## config.mk

```make
export PLATFORM = sky130hd
export DESIGN_NAME = wdog_steer
export DESIGN_NICKNAME = d
export VERILOG_FILES = /design/src/rtl/wdog_steer.sv
export SDC_FILE = /design/constraint.sdc
export NUM_CORES = 1
export LEC_CHECK = 0
export CORE_MARGIN = 2
export CORE_UTILIZATION = 47
export DETAILED_ROUTE_END_ITERATION = 8
export GPL_ROUTABILITY_DRIVEN = 0
export PLACE_DENSITY = 0.84
export SKIP_CTS_REPAIR_TIMING = 1
export SLEW_MARGIN = 20
export SYNTH_ARGS = -nofsm -noshare
export SYNTH_HDL_FRONTEND = slang
export SYNTH_SLANG_ARGS = --single-unit
```

## constraint.sdc

```tcl
create_clock -name clk -period 1.78 [get_ports clk]
set_input_delay 0.445 -clock clk [delete_from_list [all_inputs] [get_ports clk]]
set_output_delay 0.445 -clock clk [all_outputs]
set_load 0.005 [all_outputs]
```

## src/rtl/wdog_steer.sv

```systemverilog
module wdog_steer #(
  parameter int MULT_W = 5,
  parameter int RES_W  = 2
) (
  input  logic              clk,
  input  logic              rst_n,
  input  logic              tick_en,
  input  logic              cfg_wr,
  input  logic [MULT_W+RES_W:0] cfg_wdata,
  input  logic              flag_rd,
  output logic [MULT_W+RES_W:0] cfg_q,
  output logic              wd_flag,
  output logic              rst_req,
  output logic              irq
);
  localparam int CFG_W = MULT_W + RES_W + 1;
  localparam int STEER = CFG_W - 1;
  localparam int CNT_W = MULT_W + 2 * ((1 << RES_W) - 1);

  function automatic logic [CNT_W-1:0] span(input logic [CFG_W-1:0] v);
    span = CNT_W'(v[RES_W +: MULT_W]) << (2 * int'(v[RES_W-1:0]));
  endfunction

  logic [CNT_W-1:0] cnt;
  logic             restart, expire;

  assign restart = cfg_wr | flag_rd;
  assign expire  = tick_en && !restart && (cnt == CNT_W'(1));

  always_ff @(posedge clk) begin
    if (!rst_n) begin
      cfg_q   <= '0;
      cnt     <= '0;
      wd_flag <= 1'b0;
      rst_req <= 1'b0;
      irq     <= 1'b0;
    end else begin
      rst_req <= 1'b0;
      irq     <= 1'b0;
      if (cfg_wr) begin
        cfg_q   <= cfg_wdata;
        cnt     <= span(cfg_wdata);
        wd_flag <= 1'b0;
      end else if (flag_rd) begin
        cnt     <= span(cfg_q);
        wd_flag <= 1'b0;
      end else if (expire) begin
        cnt     <= '0;
        wd_flag <= 1'b1;
        if (cfg_q[STEER]) begin
          rst_req <= 1'b1;
          cfg_q   <= '0;
        end else begin
          irq <= 1'b1;
        end
      end else if (tick_en && cnt != '0) begin
        cnt <= cnt - CNT_W'(1);
      end
    end
  end

  assert_rst_single_R6: assert property (@(posedge clk) disable iff (!rst_n)
    rst_req |=> !rst_req);
  assert_irq_single_R7: assert property (@(posedge clk) disable iff (!rst_n)
    irq |=> !irq);
  assert_steer_exclusive_R6: assert property (@(posedge clk) disable iff (!rst_n)
    !(rst_req && irq));
  assert_cfg_cleared_R6: assert property (@(posedge clk) disable iff (!rst_n)
    rst_req |-> (cfg_q == '0));
  assert_flag_on_expiry_R5: assert property (@(posedge clk) disable iff (!rst_n)
    (rst_req || irq) |-> wd_flag);
  assert_write_stores_R3: assert property (@(posedge clk) disable iff (!rst_n)
    cfg_wr |=> (cfg_q == $past(cfg_wdata)) && !wd_flag);
  assert_read_clears_R4: assert property (@(posedge clk) disable iff (!rst_n)
    flag_rd |=> !wd_flag);
  assert_restart_wins_R10: assert property (@(posedge clk) disable iff (!rst_n)
    restart |=> !rst_req && !irq);
  assert_tick_only_R11: assert property (@(posedge clk) disable iff (!rst_n)
    !tick_en |=> !rst_req && !irq);
  assert_zero_mult_idle_R8: assert property (@(posedge clk) disable iff (!rst_n)
    (cfg_wr && cfg_wdata[RES_W +: MULT_W] == '0) |=> (cnt == '0));
endmodule

```

==> implementation parameters, run 1 <==
Parameter                              Value

Run status
  Result of the run    complete, no violations

Finish
  Layout-stage area growth over the synthesis result    40.3%
  Area taken by flip-flops and latches    around 450 um^2
  Share of post-route cells with drive strength above 1    0.297
  Fill cell total of the finished layout    212
  ANT cells    0
  Multi-input logic area    approximately 970 um^2
  Number of nets in the layout    229
  Final instance area    between 0.002 and 0.0025 mm^2
  Final standard cell count with taps included and fillers excluded    245

Synth
  Post-synth ARST share    0
  Post-synthesis instance area    0.00143 mm^2
  Post-Syn Instances    approximately 170
  Post-synth EDFFs    0
  Ys flop type    sky130_fd_sc_hd__dfxtp_1
  Number of storage elements in the synthesis netlist    22
  Synth Warn #    0
  Mean instance size in the synthesized netlist    8.66 um^2
  Post-synthesis sequential area ratio    0.308
  Yosys cell types    48
  Synth Net Count    180

Floorplanning
  Die outline height    between 50 and 60 um
  Area of the placeable core    0.00298 mm^2
  Area of the die    around 0.0035 mm^2
  Core Rows    20
  Starting density of the core    0.480
  IO Count    24
  Horizontal die dimension    between 50 and 60 um

Clocking
  TritonCTS Buffers    3
  TritonCTS clock tree    done
  Clock Path Buffers    2
  H-tree Lvls    1
  Post-CTS clock slew at the launch and capture registers of the worst setup and hold paths    0.12 ns
  Clock latency on the worst-skew pair    0.32 ns
  Clock root buffer    sky130_fd_sc_hd__clkbuf_4
  Clock net sink count    22

Timing
  Max transition margin    0.702
  Ratio of final minimum period to clock period    0.982
  Skew final    0.00522 ns
  Crit path time final    around 1.7 ns
  Slew at the pin closest to its max-slew limit    between 0.4 and 0.5 ns
  Number of hold-slack violations in the final timing report    0
  Fin. max-slew vios    0
  Setup-violating endpoint count in the final report    0
  Worst setup slack after layout    about 0.031 ns
  Highest Clock Rate    572 MHz
  TNS Setup    0 ns

Power and ir drop
  Cell Pwr Density    ~640 mW/mm^2
  Static power due to leakage    approximately 0.76 nW
  Total power of the final layout    1.28 mW
  Peak supply drop    ~0.00034 V

Critical path
  Buffers plus inverters on the worst setup path    1
  Family of cells with the greatest summed delay on the critical path    buffers and inverters
  Critical Path Fanout Max    4
  Signal arrival time at the worst endpoint    between 1 and 1.5 ns
  Type of the worst setup path    reg -> out
  Master of the slowest instance on the critical path    sky130_fd_sc_hd__clkdlybuf4s50_1
  Endpoint kind of the worst setup timing path    primary output
  Data required time at the worst endpoint    approximately 1.3 ns
  Startpoint types    register
  Delay of the slowest cell on the worst path    0.54 ns
  Critical-path cell list    clkdlybuf4s50_1

Global routing
  Total global routing track utilization    0.279
  Antenna violations before repair    0
  Remaining global-route overflow    0
  Wire length of the first global-routing pass    7310 um
  Number of global-route vias before repair    between 1,500 and 2,000
  Largest net degree at the start of global routing    13

Placement
  # placed instances    ~240
  Total half-perimeter wirelength after legalization and detailed placement    about 3500 um
  Pre-CTS setup slack    -0.400 ns
  Buffers added on ports    23
  Cell area reported after detailed placement    roughly 0.0019 mm^2

Routing
  Vias    around 1,700
  Number of design-rule violations left by the first detailed-router iteration    around 120
  Detail-routed net length per standard cell    ~20 um
  Sum of routed wire length over all layers    ~4800 um
  Number of iterations in the first detailed-routing pass    5
  Count of nets left with antenna violations after detail routing    0
  Post-detailed-route DRC marker count    0
  Detail-routed via count per cell    6.83

Run
  Max-cap violation count    0

Hold path
  Path type of the worst min-delay path    reg -> reg
state kept, by name, indices dropped and copies added, names as in the netlist:
register  count
irq           1
cnt          11
wd_flag       1
cfg_q         8
rst_req       1
through the flow:
stage	util	hold WS [ns]
6_report	0.673	0.508
2_1_floorplan	-	0.484
3_5_place_dp	0.637	0.512
4_1_cts	0.645	0.533
5_1_grt	0.673	0.521
3_3_place_gp	0.637	0.495
final cells by class:
class / instances / share of cell area
clock buffers: 3 / 0.0112
well taps: 33 / 0.0206
inverters: 11 / 0.0206
multi-input cells: 120 / 0.484
repair buffers: 56 / 0.240
flip-flops and latches: 22 / 0.223
cell families after synthesis:
family	after synthesis	synth area share
and+or+nand+nor	59	0.254
AOI/OAI and AO/OA	51	0.299
buffers and inverters	23	0.0648
DFF	22	0.308
muxes	8	0.0560
adders and majority gates	2	0.0175
synth_stat cells, types with 2 or more instances:
library cell | number | share of area
sky130_fd_sc_hd__or2_2 | 2 | 0.0088
sky130_fd_sc_hd__a22o_1 | 8 | 0.049
sky130_fd_sc_hd__mux2i_1 | 8 | 0.056
sky130_fd_sc_hd__nand3_1 | 4 | 0.014
sky130_fd_sc_hd__clkbuf_1 | 6 | 0.016
sky130_fd_sc_hd__nand2_1 | 8 | 0.021
sky130_fd_sc_hd__nand4_1 | 4 | 0.018
sky130_fd_sc_hd__o32ai_1 | 2 | 0.012
sky130_fd_sc_hd__nor3_1 | 7 | 0.025
sky130_fd_sc_hd__ha_1 | 2 | 0.018
sky130_fd_sc_hd__buf_1 | 3 | 0.0079
sky130_fd_sc_hd__dfxtp_1 | 22 | 0.31
sky130_fd_sc_hd__and4_1 | 2 | 0.012
sky130_fd_sc_hd__and2_1 | 2 | 0.0088
sky130_fd_sc_hd__o31ai_1 | 2 | 0.011
sky130_fd_sc_hd__a21oi_1 | 8 | 0.028
sky130_fd_sc_hd__nand3b_1 | 3 | 0.016
sky130_fd_sc_hd__o22ai_1 | 8 | 0.035
sky130_fd_sc_hd__o221a_1 | 6 | 0.047
sky130_fd_sc_hd__nor4_1 | 6 | 0.026
sky130_fd_sc_hd__a311oi_1 | 6 | 0.037
sky130_fd_sc_hd__a31oi_1 | 2 | 0.0088
sky130_fd_sc_hd__inv_1 | 10 | 0.026
sky130_fd_sc_hd__nor2_1 | 10 | 0.026
per-layer routing:
layer	vias up	routed length [um]	global-route usage
li1	751	-	-
met1	768	1910	0.345
met2	133	2280	0.451
met3	22	430	0.0524
met4	0	218	0.166
met5	-	0	0
report_power, final:
part,leakage (nW),internal [mW],switching [mW],total [mW]
Combinational,0.564,0.238,0.231,0.468
Sequential,0.182,0.523,0.0462,0.569
Clock,0.0138,0.0796,0.161,0.241
Total,0.761,0.840,0.438,1.28
cell usage in the layout (no fill, tap or decap), types with 4 or more instances in the layout:
cell type                         Yosys  layout
sky130_fd_sc_hd__a22o_1               8       8
sky130_fd_sc_hd__buf_4                1      33
sky130_fd_sc_hd__nand2_1              8       8
sky130_fd_sc_hd__inv_1               10      10
sky130_fd_sc_hd__nand3_1              4       4
sky130_fd_sc_hd__nor4_1               6       5
sky130_fd_sc_hd__dfxtp_2              0       6
sky130_fd_sc_hd__dfxtp_1             22      16
sky130_fd_sc_hd__nor3_1               7       7
sky130_fd_sc_hd__clkdlybuf4s50_1      0      22
sky130_fd_sc_hd__nand4_1              4       4
sky130_fd_sc_hd__mux2i_1              8       8
sky130_fd_sc_hd__a21oi_1              8       7
sky130_fd_sc_hd__a311oi_2             0       4
sky130_fd_sc_hd__nor2_1              10       9
sky130_fd_sc_hd__o221a_1              6       6
sky130_fd_sc_hd__o22ai_1              8       8
path summary, 6_finish.rpt:
check                start  endpoint  slack [ns]  depth (start not counted)
setup reg to reg    cnt[0]    cnt[8]        0.04                          8
hold / removal    cfg_q[7]       irq        0.51                          1
hold reg to reg   cfg_q[7]       irq        0.51                          1
setup / recovery  cfg_q[1]  cfg_q[1]        0.03                          1
(Power assumes the default switching activity.)
==> run 2: changes to the inputs <==
Settings changed: TNS_END_PERCENT set to 5.
==> implementation parameters, run 2 (same netlist as run 1, synthesis figures left out) <==
Parameter                              Value

Power and ir drop
  Static power due to leakage    0.744 nW
  Total power of the final layout    between 1 and 1.5 mW
  Cell Pwr Density    639 mW/mm^2
  Peak supply drop    0.000339 V

Finish
  Share of post-route cells with drive strength above 1    0.274
  Largest registers    cnt (11), cfg_q (8)
  Highest-count cells in the layout ignoring fill and taps    sky130_fd_sc_hd__buf_4 (33), sky130_fd_sc_hd__clkdlybuf4s50_1 (23), sky130_fd_sc_hd__dfxtp_1 (17)
  Largest reg by FF count    cnt
  Utilization of the core after routing    0.661
  ANT cells    0
  Final instance area    roughly 0.002 mm^2
  Most common cell after layout, fill and taps aside    sky130_fd_sc_hd__buf_4
  Flip-flop count of the largest register, all copies and words added    11
  Layout-stage area growth over the synthesis result    37.8%
  Number of nets in the layout    229

Hold path
  Path type of the worst min-delay path    reg -> reg
  Worst hold path depth    1

Routing
  Number of iterations in the first detailed-routing pass    6
  Detail-routed net length per standard cell    between 15 and 20 um
  Sum of routed wire length over all layers    ~4700 um
  Number of design-rule violations left by the first detailed-router iteration    165
  Count of nets left with antenna violations after detail routing    0
  Detail-routed via count per cell    6.82
  Vias    between 1,500 and 2,000
  Post-detailed-route DRC marker count    0

Clocking
  Post-CTS clock slew at the launch and capture registers of the worst setup and hold paths    0.12 ns
  Clock net sink count    22
  Clock latency on the worst-skew pair    0.32 ns
  TritonCTS Buffers    3
  Clock Path Buffers    2
  Clock root buffer    sky130_fd_sc_hd__clkbuf_4
  H-tree Lvls    1
  TritonCTS clock tree    done

Critical path
  Data required time at the worst endpoint    between 2 and 2.5 ns
  Worst reg-to-reg path cell count    4
  Endpoint kind of the worst setup timing path    register
  Startpoint types    input port
  Critical Path Fanout Max    8
  Signal arrival time at the worst endpoint    2.09 ns
  Type of the worst setup path    in -> reg

Run status
  Result of the run    finished, violations left
  Failing checks    setup timing

Global routing
  Antenna violations before repair    0
  Remaining global-route overflow    0
  Largest net degree at the start of global routing    13
  Number of global-route vias before repair    around 1,500
  Total global routing track utilization    0.279
  Wire length of the first global-routing pass    7310 um

Timing
  TNS Setup    -0.0370 ns
  Slew at the pin closest to its max-slew limit    around 0.43 ns
  Highest Clock Rate    550 MHz
  Worst slack on hold paths    0.509 ns
  Worst setup slack after layout    -0.0370 ns
  Setup-violating endpoint count in the final report    1
  Fin. max-slew vios    0
  Ratio of final minimum period to clock period    1.02
  Setup repair after global routing missed its margin    true
  Crit path time final    about 1.8 ns
  Number of hold-slack violations in the final timing report    0
  Max transition margin    0.709
  Skew final    roughly 0.0044 ns

Floorplanning
  Die outline height    roughly 60 um
  Area of the placeable core    between 0.002 and 0.003 mm^2
  IO Count    24
  Starting density of the core    0.480
  Core Rows    20
  Area of the die    roughly 0.0035 mm^2
  Horizontal die dimension    between 50 and 60 um

Placement
  Buffers added on ports    23
  Total half-perimeter wirelength after legalization and detailed placement    about 3500 um
  Cell area reported after detailed placement    ~0.0019 mm^2

Run
  Max-cap violation count    0
run 2: cell count changes in the layout (fill, tap and decap cells not counted), sizes merged:
cell and delta:
dlymetal6s2s -1, clkdlybuf4s50 +1
run 2: final timing paths:
kind,startpoint,to,slack (ns)
max,cfg_wr,cnt[9],-0.04
min,cfg_q[7],irq,0.51
max reg2reg,cnt[8],cnt[9],0.08
min reg2reg,cfg_q[7],irq,0.51
run 2: worst max-delay path: stages:
cell,delay (ns)
sky130_fd_sc_hd__clkdlybuf4s50_1,0.50
sky130_fd_sc_hd__buf_4,0.13
sky130_fd_sc_hd__buf_4,0.16
sky130_fd_sc_hd__nand2_1,0.09
sky130_fd_sc_hd__o22ai_1,0.35
sky130_fd_sc_hd__o22a_2,0.24
sky130_fd_sc_hd__o221a_1,0.17
run 2: layout make-up:
cell class | instances | area, um^2
fillers | 218 | 1010
multi-input cells | 120 | 940
repair buffers | 56 | 478
flip-flops and latches | 22 | 447
inverters | 11 | 41.3
well taps | 33 | 41.3
clock buffers | 3 | 22.5
run 2: layer usage:
| metal | vias to the layer above | routed length, um | track usage |
|---|---|---|---|
| li1 | 744 | - | - |
| met1 | 775 | 1810 | 0.345 |
| met2 | 122 | 2270 | 0.451 |
| met3 | 29 | 444 | 0.0524 |
| met4 | 0 | 209 | 0.166 |
| met5 | - | 0 | 0 |
run 2: stage by stage:
step / setup slack [ns] / cells
finish: -0.0370 / 245
global route: -0.0567 / 245
CTS: -0.0585 / 245
detailed placement: -0.400 / 242
global placement: -0.262 / 242
floorplan: 0.0836 / 165
run 2: where the power goes:
group / switching, mW / internal, mW
clock: 0.156 / 0.0794
combinational: 0.225 / 0.230
sequential: 0.0450 / 0.523
total: 0.426 / 0.832
==> run 3: changes to the inputs <==
Settings changed: CTS_CLUSTER_DIAMETER set to 100.
==> results of run 3 <==
Same layout as run 2: the final DEF is identical, and so are final timing and power.
